`config.mk`:
```
export PLATFORM = sky130hd
export DESIGN_NAME = alu8_flags
export DESIGN_NICKNAME = d
export VERILOG_FILES = /design/src/rtl/alu8_pkg.sv /design/src/rtl/alu8_addsub.sv /design/src/rtl/alu8_rotate.sv /design/src/rtl/alu8_flag_pack.sv /design/src/rtl/alu8_flags.sv
export SDC_FILE = /design/constraint.sdc
export NUM_CORES = 1
export LEC_CHECK = 0
export CAP_MARGIN = 25
export CORE_MARGIN = 2
export CORE_UTILIZATION = 65
export DETAILED_ROUTE_END_ITERATION = 12
export DONT_BUFFER_PORTS = 1
export PLACE_DENSITY = 0.88
export SETUP_SLACK_MARGIN = 0.02
export SLEW_MARGIN = 20
export SYNTH_ARGS = -nofsm -noshare
export SYNTH_HDL_FRONTEND = slang
export SYNTH_SLANG_ARGS = --single-unit
```
`constraint.sdc`:
```
create_clock -name vclk -period 6.3
set_input_delay 0.315 -clock vclk [all_inputs]
set_output_delay 0.315 -clock vclk [all_outputs]
set_load 0.02 [all_outputs]
```
`src/rtl/alu8_pkg.sv`:
```
package alu8_pkg;
  localparam int DATA_W = 8;
  localparam int NIB_W  = DATA_W / 2;
  localparam int OP_W   = 4;
  localparam int FWE_W  = 5;

  typedef enum logic [OP_W-1:0] {
    OP_ADD = 4'd0,  OP_ADC = 4'd1,  OP_SUB = 4'd2,  OP_SBB = 4'd3,
    OP_AND = 4'd4,  OP_XOR = 4'd5,  OP_OR  = 4'd6,  OP_CMP = 4'd7,
    OP_RLC = 4'd8,  OP_RRC = 4'd9,  OP_RAL = 4'd10, OP_RAR = 4'd11,
    OP_CMA = 4'd12, OP_CMC = 4'd13, OP_RS0 = 4'd14, OP_RS1 = 4'd15
  } alu_op_e;

  // flag byte positions
  localparam int FB_S = 7, FB_Z = 6, FB_AC = 4, FB_P = 2, FB_CY = 0;
  // update enable positions
  localparam int FE_S = 4, FE_Z = 3, FE_AC = 2, FE_P = 1, FE_CY = 0;

  localparam logic [FWE_W-1:0] FWE_ALL  = '1;
  localparam logic [FWE_W-1:0] FWE_CY   = 5'b00001;
  localparam logic [FWE_W-1:0] FWE_NONE = '0;
endpackage

```
`src/rtl/alu8_addsub.sv`:
```
module alu8_addsub
  import alu8_pkg::*;
#(
  parameter int W = DATA_W,
  localparam int NW = W / 2
) (
  input  logic [W-1:0] a_i,
  input  logic [W-1:0] b_i,
  input  logic         sub_i,
  input  logic         cin_i,   // carry (add) or borrow (sub)
  output logic [W-1:0] sum_o,
  output logic         cy_o,
  output logic         ac_o
);
  logic [W-1:0]  b_eff;
  logic          cin_eff;
  logic [NW:0]   lo_sum;
  logic [W:0]    full_sum;

  always_comb begin
    b_eff    = sub_i ? ~b_i : b_i;
    cin_eff  = sub_i ? ~cin_i : cin_i;
    lo_sum   = {1'b0, a_i[NW-1:0]} + {1'b0, b_eff[NW-1:0]} + {{NW{1'b0}}, cin_eff};
    full_sum = {1'b0, a_i} + {1'b0, b_eff} + {{W{1'b0}}, cin_eff};
    sum_o    = full_sum[W-1:0];
    ac_o     = lo_sum[NW];
    cy_o     = sub_i ? ~full_sum[W] : full_sum[W];  // borrow is inverted carry
  end
endmodule

```
`src/rtl/alu8_rotate.sv`:
```
module alu8_rotate
  import alu8_pkg::*;
#(
  parameter int W = DATA_W
) (
  input  logic [W-1:0] a_i,
  input  logic         cy_i,
  input  logic         left_i,
  input  logic         thru_i,  // rotate through carry
  output logic [W-1:0] res_o,
  output logic         cy_o
);
  logic fill;

  always_comb begin
    if (left_i) begin
      fill  = thru_i ? cy_i : a_i[W-1];
      res_o = {a_i[W-2:0], fill};
      cy_o  = a_i[W-1];
    end else begin
      fill  = thru_i ? cy_i : a_i[0];
      res_o = {fill, a_i[W-1:1]};
      cy_o  = a_i[0];
    end
  end
endmodule

```
`src/rtl/alu8_flag_pack.sv`:
```
module alu8_flag_pack
  import alu8_pkg::*;
#(
  parameter int W = DATA_W
) (
  input  logic [W-1:0] res_i,
  input  logic         cy_i,
  input  logic         ac_i,
  output logic [7:0]   flags_o
);
  logic [W-1:0] par_chain;

  // ripple parity, bit W-1 holds xor of all bits
  assign par_chain[0] = res_i[0];
  for (genvar g = 1; g < W; g++) begin : g_par
    assign par_chain[g] = par_chain[g-1] ^ res_i[g];
  end

  always_comb begin
    flags_o        = 8'b0000_0010;
    flags_o[FB_S]  = res_i[W-1];
    flags_o[FB_Z]  = (res_i == '0);
    flags_o[FB_AC] = ac_i;
    flags_o[FB_P]  = ~par_chain[W-1];
    flags_o[FB_CY] = cy_i;
  end
endmodule

```
`src/rtl/alu8_flags.sv`:
```
module alu8_flags
  import alu8_pkg::*;
(
  input  logic [7:0] a_i,
  input  logic [7:0] b_i,
  input  logic       cy_i,
  input  logic [3:0] op_i,
  output logic [7:0] result_o,
  output logic       res_we_o,
  output logic [7:0] flags_o,
  output logic [4:0] flag_we_o
);
  alu_op_e      op;
  logic         as_sub, as_cin;
  logic [7:0]   as_sum, rot_res;
  logic         as_cy, as_ac, rot_cy;
  logic [7:0]   res;
  logic         cy_new, ac_new;

  assign op     = alu_op_e'(op_i);
  assign as_sub = (op == OP_SUB) || (op == OP_SBB) || (op == OP_CMP);
  assign as_cin = ((op == OP_ADC) || (op == OP_SBB)) & cy_i;

  alu8_addsub #(.W(DATA_W)) u_addsub (
    .a_i(a_i), .b_i(b_i), .sub_i(as_sub), .cin_i(as_cin),
    .sum_o(as_sum), .cy_o(as_cy), .ac_o(as_ac)
  );

  alu8_rotate #(.W(DATA_W)) u_rotate (
    .a_i(a_i), .cy_i(cy_i),
    .left_i(~op_i[0]), .thru_i(op_i[1]),
    .res_o(rot_res), .cy_o(rot_cy)
  );

  always_comb begin
    res       = a_i;
    cy_new    = cy_i;
    ac_new    = 1'b0;
    res_we_o  = 1'b1;
    flag_we_o = FWE_ALL;
    unique case (op)
      OP_ADD, OP_ADC, OP_SUB, OP_SBB, OP_CMP: begin
        res    = as_sum;
        cy_new = as_cy;
        ac_new = as_ac;
        if (op == OP_CMP) res_we_o = 1'b0;
      end
      OP_AND: begin res = a_i & b_i; cy_new = 1'b0; end
      OP_XOR: begin res = a_i ^ b_i; cy_new = 1'b0; end
      OP_OR:  begin res = a_i | b_i; cy_new = 1'b0; end
      OP_RLC, OP_RRC, OP_RAL, OP_RAR: begin
        res       = rot_res;
        cy_new    = rot_cy;
        flag_we_o = FWE_CY;
      end
      OP_CMA: begin
        res       = ~a_i;
        flag_we_o = FWE_NONE;
      end
      OP_CMC: begin
        cy_new    = ~cy_i;
        res_we_o  = 1'b0;
        flag_we_o = FWE_CY;
      end
      default: begin
        res_we_o  = 1'b0;
        flag_we_o = FWE_NONE;
      end
    endcase
  end

  assign result_o = res;

  alu8_flag_pack #(.W(DATA_W)) u_flag_pack (
    .res_i(res), .cy_i(cy_new), .ac_i(ac_new), .flags_o(flags_o)
  );
endmodule

```
---- Word level (Yosys, flattened, before mapping) ----
Index checks and enable logic that the tools add are counted.
word-level totals
  input port bits ......................... 21
  output and inout bits ................... 22
  bits in registers ....................... 0
  logic and storage cells ................. 58
operators by class
  eq/ne operators ......................... 13
  reductions and logical operators ........ 11
  muxes and demuxes ....................... 13
  $add $sub $neg .......................... 4
  bitwise gates (word level) .............. 17
operator list
  operator                                                          number
  8-bit case mux with 6 select lines                                1
  4-bit == test (second input constant)                             6
  4-bit by 3-bit == test with 1-bit output (second input constant)  4
  8-bit two-way mux                                                 2
  8-bit NOT                                                         2
  8-bit OR reduction                                                2
  5-bit case mux with 2 select lines                                1
  5-bit OR reduction                                                2
  8-bit by 8-bit adder with 9-bit output                            1
  9-bit by 1-bit adder with 9-bit output                            1
  8-bit bitwise AND                                                 1
  4-bit by 2-bit == test with 1-bit output (second input constant)  2
  8-bit zero test                                                   1
  8-bit OR                                                          1
  8-bit XOR                                                         1
  1-bit two-way mux                                                 7
  1-bit XOR                                                         7
  4-bit by 4-bit adder with 5-bit output                            1
  5-bit by 1-bit adder with 5-bit output                            1
  4-bit by 1-bit == test with 1-bit output (second input constant)  1
  4-bit zero test                                                   1
  1-bit NOT                                                         4
  1-bit case mux with 4 select lines                                1
  4-bit OR reduction                                                1
  4 further kinds                                                   6

---- Depth between registers and ports, before layout ----
Gate-level depths: netlist of run 1.
  depth in word-level cells ............... 15
  mapped depth ............................ 17
  gate-level depth less buffers ........... 15

---- Modules after synthesis ----
Synthesis of run 1 repeated with hierarchy kept, for this count alone.
second synthesis, totals
  cell total of the unflattened synthesis .. 224
  area, all modules ....................... 1686.6 um2
modules (own cells, without submodules)
  module          cells an instance  sequential area each (um2)  area each (um2)  instances
  alu8_flags      134                0.0                         913.4            1
  alu8_addsub     58                 0.0                         471.7            1
  alu8_flag_pack  18                 0.0                         151.4            1
  alu8_rotate     14                 0.0                         150.1            1

---- Worst setup path after synthesis of run 1 ----
Ideal clock, no wire load.
  path type ............................... input to output
  start ................................... input port op_i[3]
  end ..................................... output port flags_o[2]
  path buffers ............................ 2
  arrival time ............................ 3971 ps
  path slack .............................. 2014 ps
  stages on the path ...................... 16
  data required time ...................... 5985 ps
  path through ............................ buf_2 clkbuf_1 a21oi_1 nand2_1 xnor2_1 fa_1 inv_1 fa_1 nand2b_1 a21oi_1 nor2_1 or3_4 a21oi_4 xor2_1 xnor3_1 xor3_1
between the ends
  elaborated cells on any way between the ends .. 33
  those cells by class .................... add/sub (2); eq/ne (12); mux (3); bitwise (10); reduce/logical (6)
RTL lines
  item                                                                                line                                  text
  from (decl)                                                                         alu8_flags.sv:7                       input logic [3:0] op_i,
  4-bit by 2-bit == test with 1-bit output, or another cell as far along              alu8_flags.sv:21, alu8_flags.sv:41
  1-bit logical OR (on tied branches)                                                 alu8_flags.sv:21, alu8_flags.sv:22
  1-bit logical OR / 1-bit bitwise AND (equally long branches)                        alu8_flags.sv:21, alu8_flags.sv:22
  8-bit two-way mux / 1-bit NOT (equally long branches)                               alu8_addsub.sv:21, alu8_addsub.sv:22
  8-bit by 8-bit adder with 9-bit output / 1-bit two-way mux (equally long branches)  alu8_addsub.sv:24, alu8_addsub.sv:22
  9-bit by 1-bit adder with 9-bit output                                              alu8_addsub.sv:24                     full_sum = {1'b0, a_i} + {1'b0, b_eff} + {{W{1'b0}}, cin_eff};
  8-bit case mux with 6 select lines (*)                                              alu8_flags.sv:41                      unique case (op)
  via result_o[4]                                                                     alu8_flags.sv:8                       output logic [7:0] result_o,
  1-bit XOR (*) (4 in a row)                                                          alu8_flag_pack.sv:16                  assign par_chain[g] = par_chain[g-1] ^ res_i[g];
  1-bit NOT (*)                                                                       alu8_flag_pack.sv:24                  flags_o[FB_P] = ~par_chain[W-1];
  to (decl)                                                                           alu8_flags.sv:10                      output logic [7:0] flags_o,
The timed path passes the listed nets; every way through them passes the cells marked *.

---- Worst setup path after layout of run 1 ----
  start ................................... input port op_i[1]
  end ..................................... output port flags_o[2]
between the ends
  elaborated cells on any way between the ends .. 36
  those cells by class .................... add/sub (2); eq/ne (12); mux (6); bitwise (10); reduce/logical (6)
RTL lines
  item                                                                                line
  4-bit by 2-bit == test with 1-bit output, or another cell as far along              alu8_flags.sv:21, alu8_flags.sv:41
  1-bit logical OR (on tied branches)                                                 alu8_flags.sv:21, alu8_flags.sv:22
  1-bit logical OR / 1-bit bitwise AND (equally long branches)                        alu8_flags.sv:21, alu8_flags.sv:22
  8-bit two-way mux / 1-bit NOT (equally long branches)                               alu8_addsub.sv:21, alu8_addsub.sv:22
  8-bit by 8-bit adder with 9-bit output / 1-bit two-way mux (equally long branches)  alu8_addsub.sv:24, alu8_addsub.sv:22
  9-bit by 1-bit adder with 9-bit output                                              alu8_addsub.sv:24
  8-bit case mux with 6 select lines (*)                                              alu8_flags.sv:41
  via result_o[6]                                                                     alu8_flags.sv:8
  1-bit XOR (*) (2 in a row)                                                          alu8_flag_pack.sv:16
  1-bit NOT (*)                                                                       alu8_flag_pack.sv:24
Marked as above.

==> impl_metrics.yaml, run 1 <==
die:
  core_mm2: 0.00225
  rows: 17
  io_pins: 43
  fp.dieH_um: 53.3
  start_util_pct: 70.0
  die_w_um: 53.3
  die-area_mm2: 0.00284
yosys:
  synthAdderAreaFrac_pct: 22.2
  yosys.area_share.simple_pct: 23.8
  synth.top_cells.by_count: "26 x inv_1, 24 x ha_1, 23 x nor2_1, 21 x nand2_1, 18 x o21ai_0"
  syn_area_mm2: 0.00158
  synthTopCellsByArea: "ha_1 19%, inv_1 6.2%, o21ai_0 5.7%"
  synth_cell_types: 48
  synth_mux_area_share_pct: 3.81
  synth-seq-area-share_pct: 0
  synth_top_area_cell: "ha_1"
  synth_top_cell_area_share_pct: 19.0
  post-synth-top-count-cell: "inv_1"
  ys.warnings.count: 0
  synth-xor-area-share_pct: 10.2
  avgSynthCellArea_um2: 6.66
  synth_top_family_by_area: "compound AO/OA/AOI/OAI gates"
  synth_compound_area_share_pct: 25.9
  netlist_instances: 237
critical_path:
  critPathLaunchType: "input port"
  crit_path_max_incr_delay_ns: 0.61
  path_cells: "nand2_1 > a21oi_1 > nand2_1 > xnor2_1 > fa_1 > inv_1 > fa_1 > nand2b_1 > a211oi_1 > o21a_1 > nor2_1 > xnor2_1 > a221oi_1 > nor2_1 > xor3_1"
  cp-end-kind: "output pin"
  worstPathArrival_ns: 4.21
  criticalPathCategory: "in2out"
  cp_max_fo: 26
  cp.required_ns: 5.98
  crit_slowest_cell: "xor3_1"
routing:
  via_per_inst: 6.32
  wire_per_inst_um: 15.3
  ant_nets: 0
  routed-via-count: 1560
  wirelength_um: 3770
  drt_iter0_markers: 51
  firstDrtPassIters: 4
  drc_errors: 0
placed_design:
  hpwl_um: 2960
  place.gp.congestion: 1.01
  preCtsSetupSlack_ns: 1.82
  port_buffers: 0
  post_dp_cell_area_mm2: 0.00150
cells_and_area:
  final_core_util_pct: 66.6
  diodes: 0
  area_delta_synth_final_pct: -4.84
  ff_latch_area_um2: 0
  seq_cell_count: 0
  nets: 268
  fin_area_mm2: 0.00150
  clkbuf_count: 0
  n_fill_cell: 221
  drive_gt1_share_pct: 1.83
power_and_ir_drop:
  powerDensity_mw_per_mm2: 113
  p_leak_nw: 0.724
  power_frac_seq_pct: 0
  ir_drop_mv: 0.0863
  p_sw_mw: 0.0989
  share_comb_of_total_power_pct: 100.0
  intPower_mw: 0.0702
  clkPwrFrac_pct: 0
  power.share.switching_pct: 58.5
clocking:
  cts_hold_buf: 0
  postCtsSetupBuffers: 0
  cts-resized-gates: 0
global_route:
  grt_pass1_vias: 1385
  grt.overflow.total: 0
  grt_usage_pct: 27.9
  grt_antenna_before_repair: 0
  grt_pass1_wl_um: 6010
  grt_max_degree: 33
timing:
  max_slew.worst_pin.slew_ns: 0.628
  finalSetupTns_ns: 0
  fmax_ghz: 0.221
  setup_viol: 0
  relSlewSlack_pct: 57.8
  final_hold_viol_count: 0
  rsz0062_at_grt: "false"
  period_minus_slack_ns: 4.53
  fin_crit_sh_pct: 71.8
  report.final.slew_viol_count: 0
  worst_slack_ns: 1.77
run:
  maxCapViolations: 0
run_status:
  outcome: "finished, final reports clean"
min_path:
  min_path_type: "in2out"
[through the flow]
stage / total power [mW] / instances / hold WS [ns]
floorplan: 0.159 / 238 / 0.824
global placement: 0.164 / 247 / 0.763
detailed placement: 0.167 / 247 / 0.760
CTS: 0.168 / 247 / 0.760
global route: 0.187 / 247 / 0.759
finish: 0.169 / 247 / 0.756
[power by group through the flow]
stage,Clock (mW),Combinational [mW],Sequential (mW)
after floorplan,0,0.159,0
after global placement,0,0.164,0
after detailed placement,0,0.167,0
after CTS,0,0.168,0
after global routing,0,0.187,0
final,0,0.169,0
[per-layer routing]
layer / share of wire [%] / wire (um) / vias up / global-route usage, %
met1: 42 / 1590 / 697 / 36.6
met2: 48 / 1800 / 87 / 49.0
met5: 0 / 0 / - / 0
li1: - / - / 774 / -
met3: 9.5 / 359 / 2 / 3.39
met4: 0.45 / 17 / 0 / 4.27
[cell type report]
type	instances	area, um2	share of cell area (%)
Inverter	27	101	6.75
Multi-Input combinational cell	192	1370	90.9
Tap cell	28	35.0	2.33
[worst max-delay path: cells and delay by family]
| family | cells | cell delay (ns) |
|---|---|---|
| AO/OA/AOI/OAI | 4 | 1.03 |
| XOR/XNOR | 3 | 1.07 |
| adder cells (fa/ha/maj) | 2 | 0.60 |
| buffers and inverters | 1 | 0.05 |
| AND/OR/NAND/NOR | 5 | 1.13 |
[cell families (layout without fill, tap and decap cells)]
logic type,after synthesis,count (layout)
buffers and inverters,46,27
muxes,6,6
other,2,3
AOI/OAI and AO/OA,64,64
and+or+nand+nor,77,77
xor gates and xnor gates,15,15
adders and majority gates,27,27
[cells in the final DEF, fill, tap and decap left out, types with 6 or more instances in the layout]
cell type  count
a21oi_1       17
inv_1         26
nor2_1        23
xnor2_1       10
nor2b_1        9
o21ai_0       18
nand2b_1       7
mux2i_1        6
ha_1          24
nand2_1       21
[path summary, 6_finish.rpt]
path / start / to / depth (start not counted)
worst max-delay path: op_i[1] / flags_o[2] / 15
worst min-delay path: op_i[2] / res_we_o / 1
Note: power is estimated with default switching activity, not from simulation.
==> run 2, diff against run 1 <==
clock period = 4.2 ns   (was 6.3 ns; I/O delays follow)
==> run 2 against run 1 <==
Combinational power increased by 53%. Die area unchanged. Core utilization is 1.7 points higher. Global-route usage is 0.12 points higher. Critical path depth is the same. Worst setup slack got worse by 1.2 ns. Total power up 53%. Worst hold slack lost 0.21 ns. Critical endpoint unchanged. Largest power group unchanged.
==> impl_metrics.yaml, run 2 (synthesis gave the netlist of run 1 again) <==
clocking:
  cts_hold_buf: 0
  cts-resized-gates: 0
  postCtsSetupBuffers: 0
timing:
  relSlewSlack_pct: 58.2
  period_minus_slack_ns: 3.68
  setup_viol: 0
  fin_crit_sh_pct: 87.5
  finalSetupTns_ns: 0
  final_hold_viol_count: 0
  max_slew.worst_pin.slew_ns: 0.627
  fmax_ghz: 0.272
  rsz0062_at_grt: "false"
  report.final.slew_viol_count: 0
die:
  rows: 17
  io_pins: 43
  die-area_mm2: 0.00284
  die_w_um: 53.3
  fp.dieH_um: 53.3
  core_mm2: 0.00225
  start_util_pct: 70.0
placed_design:
  place.gp.congestion: 0.946
  post_dp_cell_area_mm2: 0.00154
  hpwl_um: 2990
  port_buffers: 0
cells_and_area:
  area_delta_synth_final_pct: -2.46
  final_common_cell: "inv_1"
  diodes: 0
  nets: 273
  seq_cell_count: 0
  clkbuf_count: 0
  final_cell_mix: "26 x inv_1, 24 x ha_1, 23 x nor2_1"
  fin_area_mm2: 0.00154
  drive_gt1_share_pct: 4.02
  ff_latch_area_um2: 0
global_route:
  grt_max_degree: 33
  grt_pass1_wl_um: 6020
  gr-usage-met2_pct: 47.7
  grt.busiest_layer: "met2"
  grt_antenna_before_repair: 0
  grt_use_met1_pct: 36.5
  grt.overflow.total: 0
  grt_use_met3_pct: 3.39
  grt_usage_pct: 28.0
  grt_pass1_vias: 1417
run:
  maxCapViolations: 0
run_status:
  outcome: "finished, final reports clean"
routing:
  via_per_inst: 6.21
  routed-via-count: 1566
  drt_iter0_markers: 60
  ant_nets: 0
  drc_errors: 0
  wire_per_inst_um: 15.4
  firstDrtPassIters: 5
  wirelength_um: 3880
power_and_ir_drop:
  powerDensity_mw_per_mm2: 168
  power_mw: 0.258
  p_leak_nw: 0.748
  ir_drop_mv: 0.141
min_path:
  hold_path_depth: 1
  min_path_type: "in2out"
critical_path:
  cp.required_ns: 3.99
  worstPathArrival_ns: 3.47
  criticalPathCategory: "in2out"
  cp_max_fo: 32
  critPathLaunchType: "input port"
  cp-end-kind: "output pin"
==> run 2: changes by cell type in the layout (fill, tap and decap cells not counted) <==
| cell | previous run | this run |
|---|---|---|
| buf_4 | 0 | 5 |
==> run 2: per-layer routing <==
layer  vias to the layer above  share of wire, %
met4                         0               1.6
li1                        782                 -
met1                       703                41
met3                         7               8.3
met5                         -                 0
met2                        74                49
==> run 2: per-stage QoR <==
stage | instances | utilization (%) | setup WS, ns | hold slack (ns)
after floorplan | 238 | - | 0.124 | 0.614
after global placement | 252 | 68.3 | 0.660 | 0.548
after detailed placement | 252 | 68.3 | 0.526 | 0.546
after CTS | 252 | 68.3 | 0.521 | 0.547
after global routing | 252 | 68.3 | 0.319 | 0.552
final | 252 | 68.3 | 0.525 | 0.545
==> run 2: final cells by class <==
cell class | count | area (um2)
tap | 28 | 35.0
timing repair buffer | 5 | 37.5
inverter | 27 | 101
multi-input combinational | 192 | 1370
fill | 213 | 716
==> run 2: worst paths after layout <==
path  startpoint          to  slack, ns
min      op_i[2]    res_we_o       0.54
max      op_i[0]  flags_o[2]       0.52
==> run 2: critical path, cell delays in order <==
cell and delay [ns]:
nor2b_1 0.28, nand2_1 0.09, a21oi_1 0.15, o21a_1 0.15, fa_1 0.19, inv_1 0.06, fa_1 0.37, nand2b_1 0.19
a21oi_1 0.19, nor2_1 0.06, or3_4 0.37, a21oi_4 0.26, xor2_1 0.21, xnor3_1 0.35, xor3_1 0.34
==> run 2: where the power goes <==
part | switching [mW] | total, mW | internal, mW | leakage, nW
clock network | 0 | 0 | 0 | 0
logic | 0.148 | 0.258 | 0.110 | 0.748
registers | 0 | 0 | 0 | 0
